==> src/rtl/sram_wr_sequencer.sv <==
module sram_wr_sequencer #(
  parameter int AW = 8,
  parameter int DW = 16
) (
  input  logic          clk,
  input  logic          rst,
  input  logic          q0_empty,
  input  logic          q0_aempty,
  output logic          q0_pop,
  input  logic [AW-1:0] q0_addr,
  input  logic [DW-1:0] q0_data,
  input  logic          q1_empty,
  input  logic          q1_aempty,
  output logic          q1_pop,
  input  logic [AW-1:0] q1_addr,
  input  logic [DW-1:0] q1_data,
  output logic [AW-1:0] sram_addr,
  output logic          sram_we,
  output logic [DW-1:0] sram_dout,
  output logic          sram_doe
);

  localparam int LAG = 2;

  logic elig0, elig1, take0, take1, last1, popped;
  logic [DW-1:0] dpipe [LAG];
  logic [LAG-1:0] vpipe;

  assign elig0  = !q0_empty && (!q0_pop || !q0_aempty);
  assign elig1  = !q1_empty && (!q1_pop || !q1_aempty);
  assign take0  = elig0 && (!elig1 || last1);
  assign take1  = elig1 && !take0;
  assign popped = q0_pop || q1_pop;

  always_ff @(posedge clk) begin
    if (rst) begin
      q0_pop    <= 1'b0;
      q1_pop    <= 1'b0;
      last1     <= 1'b1;
      sram_we   <= 1'b0;
      sram_addr <= '0;
      vpipe     <= '0;
      sram_doe  <= 1'b0;
      sram_dout <= '0;
      for (int i = 0; i < LAG; i++) dpipe[i] <= '0;
    end else begin
      q0_pop  <= take0;
      q1_pop  <= take1;
      if (take0 || take1) last1 <= take1;
      sram_we <= popped;
      if (popped) begin
        sram_addr <= q1_pop ? q1_addr : q0_addr;
        dpipe[0]  <= q1_pop ? q1_data : q0_data;
      end
      for (int i = 1; i < LAG; i++) dpipe[i] <= dpipe[i-1];
      vpipe     <= {vpipe[LAG-2:0], popped};
      sram_dout <= dpipe[LAG-1];
      sram_doe  <= vpipe[LAG-1];
    end
  end

  assert_one_pop_R3: assert property (@(posedge clk) disable iff (rst)
    !(q0_pop && q1_pop));

  assert_pop_nonempty0_R2: assert property (@(posedge clk) disable iff (rst)
    q0_pop |-> !q0_empty);

  assert_pop_nonempty1_R2: assert property (@(posedge clk) disable iff (rst)
    q1_pop |-> !q1_empty);

  assert_b2b_pop0_R6: assert property (@(posedge clk) disable iff (rst)
    q0_pop && $past(q0_pop) |-> !$past(q0_aempty));

  assert_b2b_pop1_R6: assert property (@(posedge clk) disable iff (rst)
    q1_pop && $past(q1_pop) |-> !$past(q1_aempty));

  assert_we_after_pop_R4: assert property (@(posedge clk) disable iff (rst)
    popped |=> sram_we);

  assert_no_stray_we_R4: assert property (@(posedge clk) disable iff (rst)
    !popped |=> !sram_we);

  assert_data_lag_R5: assert property (@(posedge clk) disable iff (rst)
    sram_we |-> ##2 sram_doe);

  assert_doe_source_R5: assert property (@(posedge clk) disable iff (rst)
    sram_doe |-> $past(sram_we, 2));

endmodule

==> config.mk <==
export PLATFORM = sky130hd
export DESIGN_NAME = sram_wr_sequencer
export DESIGN_NICKNAME = d
export VERILOG_FILES = /design/src/rtl/sram_wr_sequencer.sv
export SDC_FILE = /design/constraint.sdc
export NUM_CORES = 1
export LEC_CHECK = 0
export CAP_MARGIN = 10
export CORE_UTILIZATION = 44
export DETAILED_ROUTE_END_ITERATION = 12
export GPL_TIMING_DRIVEN = 0
export MAX_ROUTING_LAYER = met4
export PLACE_DENSITY = 0.78
export SLEW_MARGIN = 20
export SYNTH_ARGS = -nofsm -noshare
export SYNTH_HDL_FRONTEND = slang
export SYNTH_SLANG_ARGS = --single-unit
==> constraint.sdc <==
create_clock -name clk -period 1.98 [get_ports clk]
set_input_delay 0.297 -clock clk [delete_from_list [all_inputs] [get_ports clk]]
set_output_delay 0.297 -clock clk [all_outputs]
set_load 0.02 [all_outputs]
### Word level (Yosys, flattened, before mapping)

Memories as Yosys holds them, arrays and structs flattened. A register that Yosys moved wholly into a read port is not among the register bits.
Index checks and enable logic that the tools add are counted.

| storage, ports and cells | value |
|---|---|
| output and inout port bits | 28 |
| logic and storage cells | 37 |
| input port bits | 54 |
| flip-flop bits (word level) | 15 |
| bits in writable memories | 32 |
| memories | 1 |

Memories:

| memory | words | width | rd ports | clocked after Yosys merged registers in | write ports | RTL line | source |
|---|---|---|---|---|---|---|---|
| dpipe | 2 | 16 | 2 | 1 | 2 | 26 | `logic [DW-1:0] dpipe [LAG];` |

| cells by class | value |
|---|---|
| reduce and logical (&&, ||, !) cells | 17 |
| multiplexer cells | 10 |
| bitwise logic cells | 2 |

Operators by type and width:

| operator | number |
|---|---|
| 2-to-1 mux 16 bit | 3 |
| zero test 1 bit | 8 |
| 2-to-1 mux 8 bit | 1 |
| 2-to-1 mux 1 bit | 6 |
| logical OR 1 bit | 5 |
| logical AND 1 bit | 4 |
| OR 1 bit | 2 |

### Logic depth before layout (Yosys ltp)

Gate-level depths: netlist of the first run.

| depth | value |
|---|---|
| depth after elaboration | 9 |
| mapped depth | 4 |
| gate-level depth less buffers | 2 |

### Worst setup path before layout of the first run

No wires, ideal clock.

| path | value |
|---|---|
| kind | register -> register |
| start | register q0_pop |
| end | memory dpipe[0][0] (enable) |
| setup time | 0.305 ns |
| setup slack | 0.498 ns |
| cell stages (with the launch flop) | 3 |
| period minus slack after synthesis | 1.482 ns |
| data required time | 1.675 ns |
| buffers on the path | 1 |
| arrival time | 1.178 ns |
| path through | dfxtp_1 -> buf_6 -> or3_2 |

RTL lines:

| item | RTL line | source |
|---|---|---|
| from (decl) | 9 | `output logic q0_pop,` |
| from (signal assigned) | 47 | `q0_pop <= take0;` |
| to (decl) | 26 |  |

### Final worst setup path of the first run

| path | value |
|---|---|
| start | register q0_pop |
| end | output port q0_pop |

No word-level cell between the ends.

==> results.ini, run 1 <==
[place]
dp_hpwl_microns = 3010
dp_cells = 340
numPortBuffers = 80
gp_congestion = 0.680

[layout]
syn2layout_area_growth_pct = 49.6
register_area_sq_um = 1560
fin_cells = 356
drive_above_1_share_pct = 8.74
fillers = 411
antenna_cells = 0
multi_input_area_sq_um = 747
fin_util_pct = 68.2
nets = 335

[setup_path]
start_kind = flip-flop
r2r_start = q0_pop
slowest_stage = clkdlybuf4s50_1
ff2ff_setup_slack_ns = 0.50
worst-path-buf-inv = 1
arrival_ns = 1.38
slowest_delay_ns = 0.64
path_class = reg -> out
path_cells = clkdlybuf4s50_1
cp_max_fo = 4
cp-end-kind = primary output
r2r-end = dpipe[0][0]
cp_top_family = buffers and inverters
ff2ff_path_depth = 2
cp.required_ns = 1.68

[floorplan]
die-area_sq_um = 5590
rows = 26
boundaryPins = 82
die_w_microns = 74.7
start_util_pct = 45.6
core_area_sq_um = 5110
die_height_microns = 74.7

[synthesis]
synth.top_cell.area_share_pct = 41.3
syn_area_sq_um = 2330
syn_inst = 175
synth-seq-cells = 62
synth.avg_cell_area_sq_um = 13.3
synthTopCellsByArea = edfxtp_1, dfxtp_1, nor2b_1
yosysTopAreaCell = edfxtp_1
ys_types = 17
yosysWarnings = 0
synth_seq_area_share_pct = 67.1

[route]
route.detailed.wl_per_inst_microns = 11.3
drt_wl_total_microns = 4020
dr.pass1.iters = 4
num_vias = 1583
dr.first_iter.drc_count = 38
remaining_drc_errors = 0
ant_nets = 0
vias_per_cell = 4.45

[timing]
totalNegativeSetupSlack_ns = 0
drv_slew = 0
layout_min_cycle_time_ns = 1.68
period_share_pct = 84.6
rsz0062_at_grt = false
max_freq_mhz = 597
final_hold_viol_count = 0
setup_viol = 0
finClkSkew_ns = 0.00477

[flow_run]
cap_violations = 0

[clock_tree]
cts_setup_buffers = 0
cts_tree = yes
cts_hold_buf = 0
cts-root-buf = clkbuf_8
clockBufferDepth = 2
cts_made_buffers = 9
clk_pin_slew_ns = 0.06
ctsResizeCount = 0
htreeDepth = 3
clock_latency_ns = 0.33
cts_sinks = 62

[min_path]
hp-start = rst
hold_depth = 3
min_path_type = in -> reg
worstHoldEndpoint = q1_pop

[grt]
grt_max_degree = 17
antenna_found_initial = 0
grt_pass1_vias = 1571
overflow = 0
grt_use_total_pct = 17.2
grt_pass1_wl_microns = 6710

[outcome]
status = finished clean

[power]
ir_drop_uv = 445
power_density_nw_per_um2 = 868
p_leak_nw = 1.32

worst max path at each step:
stage	slack (ns)	cells after the start	to	from
after floorplan	0.50	2	dpipe[0][0]	q0_pop
after global placement	0.51	2	dpipe[0][7]	q0_pop
after detailed placement	0.50	2	dpipe[0][7]	q0_pop
after CTS	0.28	1	q0_pop	q0_pop
after global routing	0.24	1	q0_pop	q0_pop
final	0.30	1	q0_pop	q0_pop
sequential cells by signal, indices dropped and copies added, names as in the netlist:
| signal | flops |
|---|---|
| dpipe | 32 |
| sram_dout | 16 |
| sram_addr | 8 |
| vpipe | 2 |
| last1 | 1 |
| q0_pop | 1 |
| q1_pop | 1 |
| sram_doe | 1 |
report_power, final:
group,switching [mW],internal [mW],total (mW)
logic,0.164,0.228,0.392
registers,0.0275,1.46,1.48
clock network,0.459,0.689,1.15
metrics by stage:
| stage | area, sq um | hold slack (ns) | total power [mW] | setup slack [ns] |
|---|---|---|---|---|
| floorplan | 2380 | 0.414 | 1.70 | 0.498 |
| CTS | 3480 | 0.327 | 3.06 | 0.280 |
| global route | 3480 | 0.354 | 3.14 | 0.245 |
| finish | 3480 | 0.339 | 3.02 | 0.304 |
| global placement | 3270 | 0.421 | 1.89 | 0.513 |
| detailed placement | 3270 | 0.436 | 1.90 | 0.504 |
placed cells by master (no fill, tap or decap):
cell / synthesis / final
nor2_1: 18 / 18
clkbuf_1: 3 / 5
clkinv_2: 0 / 2
buf_4: 1 / 1
dfxtp_1: 30 / 30
clkdlybuf4s50_1: 0 / 80
a211o_1: 2 / 2
a21o_2: 1 / 1
buf_2: 4 / 4
bufinv_16: 0 / 1
nor3_1: 1 / 1
nor2b_1: 42 / 42
or3_2: 1 / 1
buf_6: 3 / 3
conb_1: 1 / 16
mux2i_1: 24 / 24
inv_2: 1 / 1
a211oi_1: 9 / 9
clkbuf_16: 0 / 1
clkbuf_8: 0 / 10
a21oi_1: 2 / 2
edfxtp_1: 32 / 32
worst min-delay path: cells and delay by family:
kind,cells,cell delay [ns]
AO/OA/AOI/OAI,2,0.15
buffers and inverters,1,0.17
cell families (layout without fill, tap and decap cells):
family / count (synthesis) / in the layout / synth area share, %
mux: 24 / 24 / 10.3
simple gates: 62 / 62 / 14.7
flops: 62 / 62 / 67.1
other cells: 1 / 16 / 0.161
compound gates: 14 / 14 / 4.46
buf+inv: 12 / 108 / 3.28
synthesized netlist by cell type:
cell type  instances
nor2_1            18
dfxtp_1           30
edfxtp_1          32
a21o_2             1
conb_1             1
buf_2              4
a21oi_1            2
clkbuf_1           3
a211o_1            2
buf_4              1
mux2i_1           24
nor2b_1           42
a211oi_1           9
or3_2              1
nor3_1             1
inv_2              1
buf_6              3
routing by layer:
metal	share of wire, %	wire length (microns)	up-vias	GRT usage (%)
met2	52	2080	59	28.9
li1	-	-	798	-
met1	40	1600	717	17.6
met5	0	0	-	-
met4	1.6	65	0	6.50
met3	6.7	270	9	7.76
area by class of cell:
| cell class | count | share of cell area (%) |
|---|---|---|
| Buffer | 11 | 2.08 |
| Clock buffer | 13 | 4.89 |
| Clock inverter | 3 | 1.15 |
| Inverter | 1 | 0.108 |
| Multi-Input combinational cell | 116 | 21.4 |
| Sequential cell | 62 | 44.8 |
| Tap cell | 70 | 2.51 |
| Timing Repair Buffer | 80 | 23.0 |
Note: power is estimated with default switching activity, not from simulation.
==> run 2: changes to the inputs <==
--- a/config.mk
+++ b/config.mk
@@ -6,11 +6,11 @@
 export NUM_CORES = 1
 export LEC_CHECK = 0
 export CAP_MARGIN = 10
-export CORE_UTILIZATION = 44
+export CORE_UTILIZATION = 40
 export DETAILED_ROUTE_END_ITERATION = 12
 export GPL_TIMING_DRIVEN = 0
 export MAX_ROUTING_LAYER = met4
-export PLACE_DENSITY = 0.78
+export PLACE_DENSITY = 0.75
 export SLEW_MARGIN = 20
 export SYNTH_ARGS = -nofsm -noshare
 export SYNTH_HDL_FRONTEND = slang
==> constraint.sdc (replaced) <==
create_clock -name clk -period 1.35 [get_ports clk]
set_input_delay 0.2025 -clock clk [delete_from_list [all_inputs] [get_ports clk]]
set_output_delay 0.2025 -clock clk [all_outputs]
set_load 0.02 [all_outputs]
==> run 2 against run 1 <==
Net effect: worst hold slack got worse by 0.082 ns; register-to-register slack lost 0.44 ns; worst setup slack worse by 0.25 ns; critical path depth increased by 1; die area grew 9.7%; global-route usage down 1.4 points; cell area fell by 0.40%; combinational power rose by 38%; critical endpoint is now dpipe[0][8]; largest cell class unchanged; highest routed layer unchanged.
==> results.ini, run 2 (same netlist as run 1, synthesis figures left out) <==
[layout]
drive_above_1_share_pct = 8.74  ; unchanged
final_common_cell = clkdlybuf4s50_1
syn2layout_area_growth_pct = 49.0
final_cell_mix = clkdlybuf4s50_1, nor2b_1, edfxtp_1, dfxtp_1, dlygate4sd2_1
largestRegisters = dpipe x32, sram_dout x16, sram_addr x8
top_register = dpipe
antenna_cells = 0  ; unchanged
largest_reg_flops = 32  ; unchanged
nets = 335  ; unchanged

[place]
gp_congestion = 0.700  ; +3.0%
numPortBuffers = 80  ; unchanged
dp_hpwl_microns = 2980  ; -1.1%

[grt]
overflow = 0  ; unchanged
grt_pass1_vias = 1626  ; +3.5%
grt_max_degree = 17  ; unchanged
grt_use_total_pct = 15.8  ; -1.4 points
grt_pass1_wl_microns = 6910  ; +3.0%
antenna_found_initial = 0  ; unchanged

[route]
route.detailed.wl_per_inst_microns = 11.4  ; +1.4%
drt_wl_total_microns = 4100  ; +1.9%
remaining_drc_errors = 0  ; unchanged
dr.first_iter.drc_count = 54  ; +42%
dr.pass1.iters = 3  ; -1
vias_per_cell = 4.42  ; -0.56%
num_vias = 1583  ; unchanged
ant_nets = 0  ; unchanged

[clock_tree]
clock_latency_ns = 0.33  ; about the same
cts_hold_buf = 0  ; unchanged
cts-root-buf = clkbuf_8
cts_setup_buffers = 0  ; unchanged
cts_made_buffers = 9  ; unchanged
clk_pin_slew_ns = 0.07  ; about the same
cts_sinks = 62  ; unchanged
cts_tree = yes
clockBufferDepth = 2  ; unchanged
htreeDepth = 3  ; unchanged

[floorplan]
die_w_microns = 78.3  ; +4.7%
core_area_sq_um = 5570  ; +9.1%
die_height_microns = 78.3  ; +4.7%
start_util_pct = 41.8  ; -3.8 points
boundaryPins = 82  ; unchanged
die-area_sq_um = 6130  ; +9.7%
rows = 27  ; +3.8%

[setup_path]
path_cells = buf_6, or3_4
slowest_stage = or3_4
cp_top_family = simple AND/OR/NAND/NOR gates
cp-end-kind = flip-flop
path_class = reg -> reg
cp_max_fo = 16  ; +12
worst-path-buf-inv = 1  ; unchanged
start_kind = flip-flop
ff2ff_setup_slack_ns = 0.06  ; -0.44 ns
arrival_ns = 1.34  ; -0.04 ns
cp.required_ns = 1.40  ; -0.28 ns
slowest_delay_ns = 0.49  ; -0.15 ns

[timing]
totalNegativeSetupSlack_ns = 0  ; unchanged
drv_slew = 0  ; unchanged
finClkSkew_ns = 0.00854  ; +0.00377 ns
layout_min_cycle_time_ns = 1.29
setup_viol = 0  ; unchanged
rsz0062_at_grt = false
max_freq_mhz = 774
period_share_pct = 95.6
final_hold_viol_count = 0  ; unchanged

[min_path]
min_path_type = in -> reg

[flow_run]
cap_violations = 0  ; unchanged

[power]
p_leak_nw = 1.43  ; +8.0%
total_power_mw = 4.50  ; +49%
ir_drop_uv = 700  ; +57%
power_density_nw_per_um2 = 1300  ; +50%

[outcome]
status = finished clean

-- run 2: changes by cell type in the layout (fill, tap and decap cells not counted), sizes merged --
cell	previous run	this run
bufinv	1	2
clkbuf	16	15
clkdlybuf4s50	80	52
clkdlybuf4s15	0	1
dlygate4sd2	0	27
-- run 2: final cells by class --
| cell class | count | area, sq um |
|---|---|---|
| Buffer | 11 | 72.6 |
| Clock buffer | 12 | 155 |
| Clock inverter | 4 | 68.8 |
| Fill cell | 484 | 2100 |
| Inverter | 1 | 3.75 |
| Multi-Input combinational cell | 116 | 751 |
| Sequential cell | 62 | 1560 |
| Tap cell | 72 | 90.1 |
| Timing Repair Buffer | 80 | 767 |
-- run 2: timing repair --
item,4_1_cts,5_1_grt
setup endpoints to repair,28,1
pin swaps,0,0
resized for setup,28,1
-- run 2: power breakdown --
group,internal [mW],switching [mW]
clock,1.13,0.659
combinational,0.299,0.240
sequential,2.14,0.0375
total,3.57,0.936
-- run 2: routing by layer --
metal	global-route usage, %	up-vias	share of wire [%]
met5	-	-	0
met4	13.5	0	3.7
met3	3.95	11	6.5
met2	25.3	63	49
met1	16.3	708	41
li1	-	801	-
-- run 2: stage by stage --
stage | hold slack, ns | util, % | std cells | setup WS, ns | instance area, sq um
CTS | 0.252 | 62.2 | 358 | 0.0282 | 3470
global placement | 0.419 | 58.8 | 342 | 0.0699 | 3280
finish | 0.257 | 62.2 | 358 | 0.0587 | 3470
global route | 0.277 | 62.2 | 358 | 0.0161 | 3470
detailed placement | 0.428 | 58.8 | 342 | 0.0681 | 3280
floorplan | 0.355 | - | 190 | 0.0468 | 2390
-- run 2: worst paths after layout --
kind / startpoint / to / cells after the start
setup / recovery: q0_pop / dpipe[0][8] / 2
hold / removal: rst / q1_pop / 3
setup reg to reg: q0_pop / dpipe[0][8] / 2
hold reg to reg: vpipe[1] / sram_doe / 1
-- run 2: worst register-to-register path, delay by kind of cell (launching register included) --
family	cells	cell delay [ns]
AND/OR/NAND/NOR	1	0.49
buffers and inverters	1	0.17
flip-flops	1	0.35
